`src/rtl/sys_tick_pkg.sv`:
```
// Shared constants and types for the reload down-counter timer.
// Assumes a 4-word register window addressed by a 2-bit word index.
package sys_tick_pkg;
    localparam logic [1:0] ADDR_CTRL   = 2'd0;
    localparam logic [1:0] ADDR_RELOAD = 2'd1;
    localparam logic [1:0] ADDR_CURR   = 2'd2;
    localparam logic [1:0] ADDR_CALIB  = 2'd3;

    localparam int BIT_EN    = 0;
    localparam int BIT_IE    = 1;
    localparam int BIT_SRC   = 2;
    localparam int BIT_FLAG  = 16;

    typedef struct packed {
        logic proc_src;
        logic irq_en;
        logic run;
    } ctrl_t;
endpackage

```
`src/rtl/stt_tick_gen.sv`:
```
// Tick qualifier: produces one count enable per cycle in which the timer
// should advance. Assumes ref_tick is already synchronous, one cycle per pulse.
module stt_tick_gen (
    input  logic run,
    input  logic proc_src,
    input  logic ref_tick,
    output logic tick
);
    // Advance on every cycle with the processor source, else on reference pulses.
    always_comb begin
        tick = run && (proc_src || ref_tick);
    end
endmodule

```
`src/rtl/stt_down_counter.sv`:
```
// Down counter with reload at zero and a synchronous clear.
// Assumes clear has priority over tick. hit_zero flags the 1-to-0 step.
module stt_down_counter #(
    parameter int CNT_W = 24
) (
    input  logic             clk,
    input  logic             rst_n,
    input  logic             tick,
    input  logic             clear,
    input  logic [CNT_W-1:0] reload_val,
    output logic [CNT_W-1:0] count,
    output logic             hit_zero
);
    localparam logic [CNT_W-1:0] ONE  = CNT_W'(1);
    localparam logic [CNT_W-1:0] ZERO = '0;

    logic [CNT_W-1:0] count_q;

    // Counter state: clear, reload at zero, or decrement on a tick.
    always_ff @(posedge clk) begin
        if (!rst_n) begin
            count_q <= ZERO;
        end else if (clear) begin
            count_q <= ZERO;
        end else if (tick) begin
            if (count_q == ZERO) count_q <= reload_val;
            else                 count_q <= count_q - ONE;
        end
    end

    // Event strobe for the step from 1 to 0.
    always_comb begin
        hit_zero = tick && !clear && (count_q == ONE);
        count    = count_q;
    end

    AST_DEC_ONE: assert property (@(posedge clk) disable iff (!rst_n)
        tick && !clear && count_q != ZERO |=> count_q == $past(count_q) - ONE);
    AST_HOLD_IDLE: assert property (@(posedge clk) disable iff (!rst_n)
        !tick && !clear |=> $stable(count_q));
    AST_RELOAD_AT_ZERO: assert property (@(posedge clk) disable iff (!rst_n)
        tick && !clear && count_q == ZERO |=> count_q == $past(reload_val));
    AST_CLEAR_ZEROES: assert property (@(posedge clk) disable iff (!rst_n)
        clear |=> count_q == ZERO);
    AST_ZERO_RELOAD_STOPS: assert property (@(posedge clk) disable iff (!rst_n)
        count_q == ZERO && reload_val == ZERO |=> count_q == ZERO);
endmodule

```
`src/rtl/stt_ctrl_regs.sv`:
```
// Register file: control bits, reload value, sticky flag, interrupt pulse
// and the read multiplexer. Assumes single-cycle bus accesses. The status
// read clears the flag at the same edge that completes the read.
module stt_ctrl_regs
    import sys_tick_pkg::*;
#(
    parameter int             CNT_W        = 24,
    parameter logic [CNT_W-1:0] CAL_TENMS  = '0,
    parameter bit             CAL_INEXACT  = 1'b0,
    parameter bit             NO_REF       = 1'b0
) (
    input  logic             clk,
    input  logic             rst_n,
    input  logic             reg_en,
    input  logic             reg_we,
    input  logic [1:0]       reg_addr,
    input  logic [31:0]      reg_wdata,
    output logic [31:0]      reg_rdata,
    input  logic [CNT_W-1:0] count,
    input  logic             hit_zero,
    output ctrl_t            ctrl,
    output logic [CNT_W-1:0] reload_val,
    output logic             count_clear,
    output logic             irq
);
    localparam int PAD_W = 32 - CNT_W;

    ctrl_t            ctrl_q;
    logic             src_q;
    logic [CNT_W-1:0] reload_q;
    logic             flag_q;
    logic             irq_q;
    logic             wr_ctrl, wr_reload, rd_ctrl, rd_any;
    logic             src_eff;
    logic             unused_wdata_hi;

    // Access decode.
    always_comb begin
        wr_ctrl     = reg_en &&  reg_we && reg_addr == ADDR_CTRL;
        wr_reload   = reg_en &&  reg_we && reg_addr == ADDR_RELOAD;
        count_clear = reg_en &&  reg_we && reg_addr == ADDR_CURR;
        rd_any      = reg_en && !reg_we;
        rd_ctrl     = rd_any && reg_addr == ADDR_CTRL;
    end

    assign unused_wdata_hi = ^reg_wdata[31:CNT_W];

    // Clock-source bit: stored, or tied to 1 when no reference exists.
    generate
        if (NO_REF) begin : g_src_forced
            assign src_eff = 1'b1;
        end else begin : g_src_stored
            assign src_eff = src_q;
        end
    endgenerate

    // Control and reload storage.
    always_ff @(posedge clk) begin
        if (!rst_n) begin
            ctrl_q.run    <= 1'b0;
            ctrl_q.irq_en <= 1'b0;
            src_q         <= 1'b0;
            reload_q      <= '0;
        end else begin
            if (wr_ctrl) begin
                ctrl_q.run    <= reg_wdata[BIT_EN];
                ctrl_q.irq_en <= reg_wdata[BIT_IE];
                src_q         <= reg_wdata[BIT_SRC];
            end
            if (wr_reload) reload_q <= reg_wdata[CNT_W-1:0];
        end
    end

    assign ctrl_q.proc_src = src_eff;

    // Sticky flag: set wins over the clear from a status read or counter write.
    always_ff @(posedge clk) begin
        if (!rst_n)                        flag_q <= 1'b0;
        else if (hit_zero)                 flag_q <= 1'b1;
        else if (rd_ctrl || count_clear)   flag_q <= 1'b0;
    end

    // Interrupt pulse, one cycle, aligned with the counter showing zero.
    always_ff @(posedge clk) begin
        if (!rst_n) irq_q <= 1'b0;
        else        irq_q <= hit_zero && ctrl_q.irq_en;
    end

    // Read multiplexer; zero when no read is in progress.
    always_comb begin
        reg_rdata = '0;
        if (rd_any) begin
            unique case (reg_addr)
                ADDR_CTRL: begin
                    reg_rdata[BIT_EN]   = ctrl_q.run;
                    reg_rdata[BIT_IE]   = ctrl_q.irq_en;
                    reg_rdata[BIT_SRC]  = src_eff;
                    reg_rdata[BIT_FLAG] = flag_q;
                end
                ADDR_RELOAD: reg_rdata = {{PAD_W{1'b0}}, reload_q};
                ADDR_CURR:   reg_rdata = {{PAD_W{1'b0}}, count};
                default:     reg_rdata = {NO_REF, CAL_INEXACT, {(PAD_W-2){1'b0}}, CAL_TENMS};
            endcase
        end
    end

    assign ctrl       = ctrl_q;
    assign reload_val = reload_q;
    assign irq        = irq_q;

    AST_IRQ_NEEDS_IE: assert property (@(posedge clk) disable iff (!rst_n)
        irq |-> $past(ctrl_q.irq_en));
    AST_IRQ_ONE_CYCLE: assert property (@(posedge clk) disable iff (!rst_n)
        irq |=> !irq);
    AST_IRQ_SETS_FLAG: assert property (@(posedge clk) disable iff (!rst_n)
        irq |-> flag_q);
    AST_FLAG_CLEARED_BY_READ: assert property (@(posedge clk) disable iff (!rst_n)
        rd_ctrl && !hit_zero |=> !flag_q);
    AST_SRC_FORCED: assert property (@(posedge clk) disable iff (!rst_n)
        NO_REF |-> src_eff);
    AST_IDLE_READ_ZERO: assert property (@(posedge clk) disable iff (!rst_n)
        !rd_any |-> reg_rdata == '0);
endmodule

```
`src/rtl/sys_tick_timer.sv`:
```
// Top of the reload down-counter timer: register file, tick qualifier and
// counter. Assumes ref_tick is synchronous to clk and at most one cycle wide.
module sys_tick_timer
    import sys_tick_pkg::*;
#(
    parameter int               CNT_W       = 24,
    parameter logic [CNT_W-1:0] CAL_TENMS   = '0,
    parameter bit               CAL_INEXACT = 1'b0,
    parameter bit               NO_REF      = 1'b0
) (
    input  logic        clk,
    input  logic        rst_n,
    input  logic        reg_en,
    input  logic        reg_we,
    input  logic [1:0]  reg_addr,
    input  logic [31:0] reg_wdata,
    output logic [31:0] reg_rdata,
    input  logic        ref_tick,
    output logic        irq
);
    ctrl_t            ctrl;
    logic [CNT_W-1:0] reload_val;
    logic [CNT_W-1:0] count;
    logic             count_clear;
    logic             hit_zero;
    logic             tick;

    stt_ctrl_regs #(
        .CNT_W(CNT_W), .CAL_TENMS(CAL_TENMS),
        .CAL_INEXACT(CAL_INEXACT), .NO_REF(NO_REF)
    ) i_regs (
        .clk(clk), .rst_n(rst_n),
        .reg_en(reg_en), .reg_we(reg_we), .reg_addr(reg_addr),
        .reg_wdata(reg_wdata), .reg_rdata(reg_rdata),
        .count(count), .hit_zero(hit_zero),
        .ctrl(ctrl), .reload_val(reload_val),
        .count_clear(count_clear), .irq(irq)
    );

    stt_tick_gen i_tick (
        .run(ctrl.run), .proc_src(ctrl.proc_src),
        .ref_tick(ref_tick), .tick(tick)
    );

    stt_down_counter #(.CNT_W(CNT_W)) i_cnt (
        .clk(clk), .rst_n(rst_n), .tick(tick), .clear(count_clear),
        .reload_val(reload_val), .count(count), .hit_zero(hit_zero)
    );
endmodule

```
`config.mk`:
```
export PLATFORM = sky130hd
export DESIGN_NAME = sys_tick_timer
export DESIGN_NICKNAME = d
export VERILOG_FILES = /design/src/rtl/sys_tick_pkg.sv /design/src/rtl/stt_tick_gen.sv /design/src/rtl/stt_down_counter.sv /design/src/rtl/stt_ctrl_regs.sv /design/src/rtl/sys_tick_timer.sv
export SDC_FILE = /design/constraint.sdc
export NUM_CORES = 1
export LEC_CHECK = 0
export ABC_AREA = 1
export BUFFER_PORTS_ARGS = -buffer_cell sky130_fd_sc_hd__buf_2
export CAP_MARGIN = 20
export CELL_PAD_IN_SITES_DETAIL_PLACEMENT = 1
export CELL_PAD_IN_SITES_GLOBAL_PLACEMENT = 1
export CORE_MARGIN = 3
export CORE_UTILIZATION = 42
export DETAILED_ROUTE_END_ITERATION = 8
export HOLD_SLACK_MARGIN = 0.1
export PLACE_DENSITY_LB_ADDON = 0.1
export SYNTH_ARGS = -nofsm -noshare
export SYNTH_HDL_FRONTEND = slang
export SYNTH_SLANG_ARGS = --single-unit
```
`constraint.sdc`:
```
create_clock -name clk -period 2.3 [get_ports clk]
set_input_delay 0.46 -clock clk [delete_from_list [all_inputs] [get_ports clk]]
set_output_delay 0.46 -clock clk [all_outputs]
set_load 0.02 [all_outputs]
```
==> results.tsv <==
stage	metric	value	unit
drt	drtAntennaViolNets	0	
sta	fmax	495.3	MHz
worst_setup_path	slowest_stage	ha_1	
layout	final_util	49.15	%
drt	wirelength	10.84	mm
power	peakVddDrop	0.2891	mV
clock_network	htreeDepth	2	
worst_hold_path	hold_path_class	in -> reg	
clock_network	cts_buffers	5	
place	dp_hpwl	8.323	mm
worst_setup_path	critPathLaunch	reg_addr[0]	
worst_setup_path	crit_fanout	20	
run	drv_cap	0	
clock_network	clock-root-buffer	clkbuf_8	
sta	tns	0	ps
drt	wl_per_cell	15.35	um
clock_network	cts_tree	done	
logic_synthesis	synth_top_area_share	29.15	%
clock_network	holdBufCountCts	0	
worst_setup_path	r2r-start	i_cnt.count[0]$_SDFFE_PP0P_	
place	numPortBuffers	55	
layout	drive_above_1_share	20.63	%
logic_synthesis	yosys.area.top_type	dfxtp_1	
worst_setup_path	path_cells	buf_2, inv_1, ha_1, nand2_1, buf_4, a21oi_1, buf_2	
floorplanning	rows	33	
logic_synthesis	yosys_warnings	0	
clock_network	postCtsResizedCells	0	
sta	layout_min_cycle_time	2019	ps
drt	drc	0	
layout	area_growth	12.07	%
drt	drt-initial-drc-count	235	
status	status	finished clean	
layout	ff_latch_area	1061	um^2
global_route	track_usage	22.69	%
floorplanning	die_area	9819	um^2
logic_synthesis	ys_types	29	
drt	route.vias.total	3695	
place	globalplace.congestion	0.8727	
global_route	grt_max_degree	49	
sta	fin_crit_sh	87.78	%
logic_synthesis	netlist_instances	555	
layout	fillers	1150	
logic_synthesis	syn_area_per_cell	6.558	um^2
worst_setup_path	cp.arrival	1560	ps
worst_hold_path	hp-start	reg_wdata[4]	
worst_setup_path	crit_type	in -> out	
worst_setup_path	crit_path_end_kind	output port	
clock_network	postCtsSetupBuffers	0	
global_route	globalRouteOverflowTotal	0	
sta	slew_violations	0	
floorplanning	core	8299	um^2
sta	setup_viol	0	
layout	antenna_cells	0	
sta	relSlewSlack	61.73	%
layout	fin_nets	647	
clock_network	clk_path_buf_depth	2	
logic_synthesis	synthTopCellsByArea	dfxtp_1, nand2_1, a21oi_1	
clock_network	clock_sinks	53	
worst_setup_path	critPathLaunchType	input pin	
worst_setup_path	cp_common_cell	buf_2	
worst_setup_path	critPathRequiredTime	1840	ps
power	p_leak	1.837	nW
floorplanning	chipHeight	99.09	um
clock_network	clk_latency	310	ps
clock_network	cts.reportedPaths.clkPinSlew	100	ps
global_route	grt_pass1_wl	18.22	mm
layout	multi_input_comb_area	2157	um^2
drt	dr.pass1.iters	4	
logic_synthesis	syn_area	3640	um^2
drt	viasPerCell	5.234	
sta	worstMarginPinSlew	573.4	ps
worst_setup_path	slowest_delay	270	ps
logic_synthesis	yosysSeqAreaShare	29.15	%
sta	hold_violations	0	
floorplanning	ios	72	
power	power_density	539.6	nW/um^2
sta	fin_skew	10.71	ps
logic_synthesis	ys_seq_elements	53	
sta	rsz0062_at_grt	false	
floorplanning	fp.dieW	99.09	um
floorplanning	start_util	43.86	%
global_route	antenna_found_initial	0	
global_route	grt_pass1_vias	3726	
## where the power goes
| part | leakage, nW | internal, mW | switching (mW) |
|---|---|---|---|
| clock network | 0.0540 | 0.318 | 0.326 |
| logic | 1.35 | 0.191 | 0.401 |
| registers | 0.429 | 0.941 | 0.0239 |
## metrics by stage
stage               hold WS, ps  setup slack, ps  instance area, um^2  instances  power (mW)
detailed placement        467.2            291.6                 3975        699       1.578
global route              434.8            159.0                 4079        706       2.335
floorplan                 433.5            416.3                 3666        562       1.452
finish                    429.5            281.0                 4079        706       2.201
CTS                       423.5            286.6                 4079        706       2.220
global placement          459.4            315.8                 3975        699       1.554
## per-layer routing
layer  track usage, %  wire (um)
met5                0          0
met1            31.86       5344
met2            37.40       4904
met3            2.595        478
met4            5.252        109
## cell usage after synthesis
cell and n:
a21oi_1 63, a21oi_2 11, buf_1 2, buf_2 1
buf_4 10, buf_6 4, clkbuf_1 17, conb_1 1
dfxtp_1 53, ha_1 7, inv_1 68, nand2_1 138
nand2_2 3, nand2_4 2, nand3_1 25, nand3_2 16
nand3_4 2, nand3b_1 4, nand4_1 18, nor2_1 46
nor2_2 6, nor2_4 9, nor2_8 1, nor3_1 2
o21ai_0 32, o21ai_1 6, o221ai_1 4, xnor2_1 1
xor2_1 3
## placed cells by master, fill, tap and decap left out
cell	Yosys	routed
a21oi_1	63	63
a21oi_2	11	11
buf_12	0	1
buf_2	1	55
buf_4	10	10
bufinv_16	0	1
clkbuf_8	0	5
clkinv_2	0	1
conb_1	1	8
dfxtp_1	53	53
ha_1	7	7
inv_1	68	68
nand2_1	138	138
nand2_2	3	3
nand2_4	2	2
nand3_1	25	25
nand3_2	16	16
nand3_4	2	2
nand3b_1	4	4
nand4_1	18	18
nor2_1	46	46
nor2_2	6	6
nor2_4	9	9
nor2_8	1	1
nor3_1	2	2
o21ai_0	32	31
o21ai_1	6	6
o21ai_2	0	1
o221ai_1	4	4
xnor2_1	1	1
xor2_1	3	3
## state kept, by name, summed over array words and instances, names as in the netlist
signal and flops:
i_cnt.count 24, i_regs.ctrl 2, i_regs.flag_q 1, i_regs.irq 1, i_regs.reload_val 24, i_regs.src_eff 1
## kinds of logic (layout without fill, tap and decap cells)
| group | Yosys count | count (layout) | share of synthesized area [%] |
|---|---|---|---|
| buf+inv | 102 | 141 | 12.41 |
| other cells | 1 | 8 | 0.1030 |
| compound gates | 116 | 116 | 17.50 |
| simple gates | 272 | 272 | 37.47 |
| xor+xnor | 4 | 4 | 0.9627 |
| fa+ha+maj | 7 | 7 | 2.406 |
| flops | 53 | 53 | 29.15 |
## worst max-delay path, delay by kind of cell
family | cells | cell delay (ps)
adder cells (fa/ha/maj) | 1 | 270
AO/OA/AOI/OAI | 1 | 190
buffers and inverters | 4 | 590
AND/OR/NAND/NOR | 1 | 60
## final cells by class
type | count | share of cell area [%]
Tap cell | 105 | 3.221
Clock buffer | 5 | 1.687
Timing Repair Buffer | 66 | 9.080
Inverter | 68 | 6.258
Multi-Input combinational cell | 407 | 52.88
Clock inverter | 2 | 0.8589
Sequential cell | 53 | 26.01
## path summary, 6_finish.rpt
kind	endpoint	slack, ps	cells past startpoint
max reg2reg	i_cnt.count[21]$_SDFFE_PP0P_	440	9
max	reg_rdata[12]	280	7
min reg2reg	i_regs.ctrl[0]$_SDFFE_PN0P_	480	2
min	i_regs.reload_val[4]$_SDFFE_PN0P_	430	3
Power figures use the tool's default switching activity.
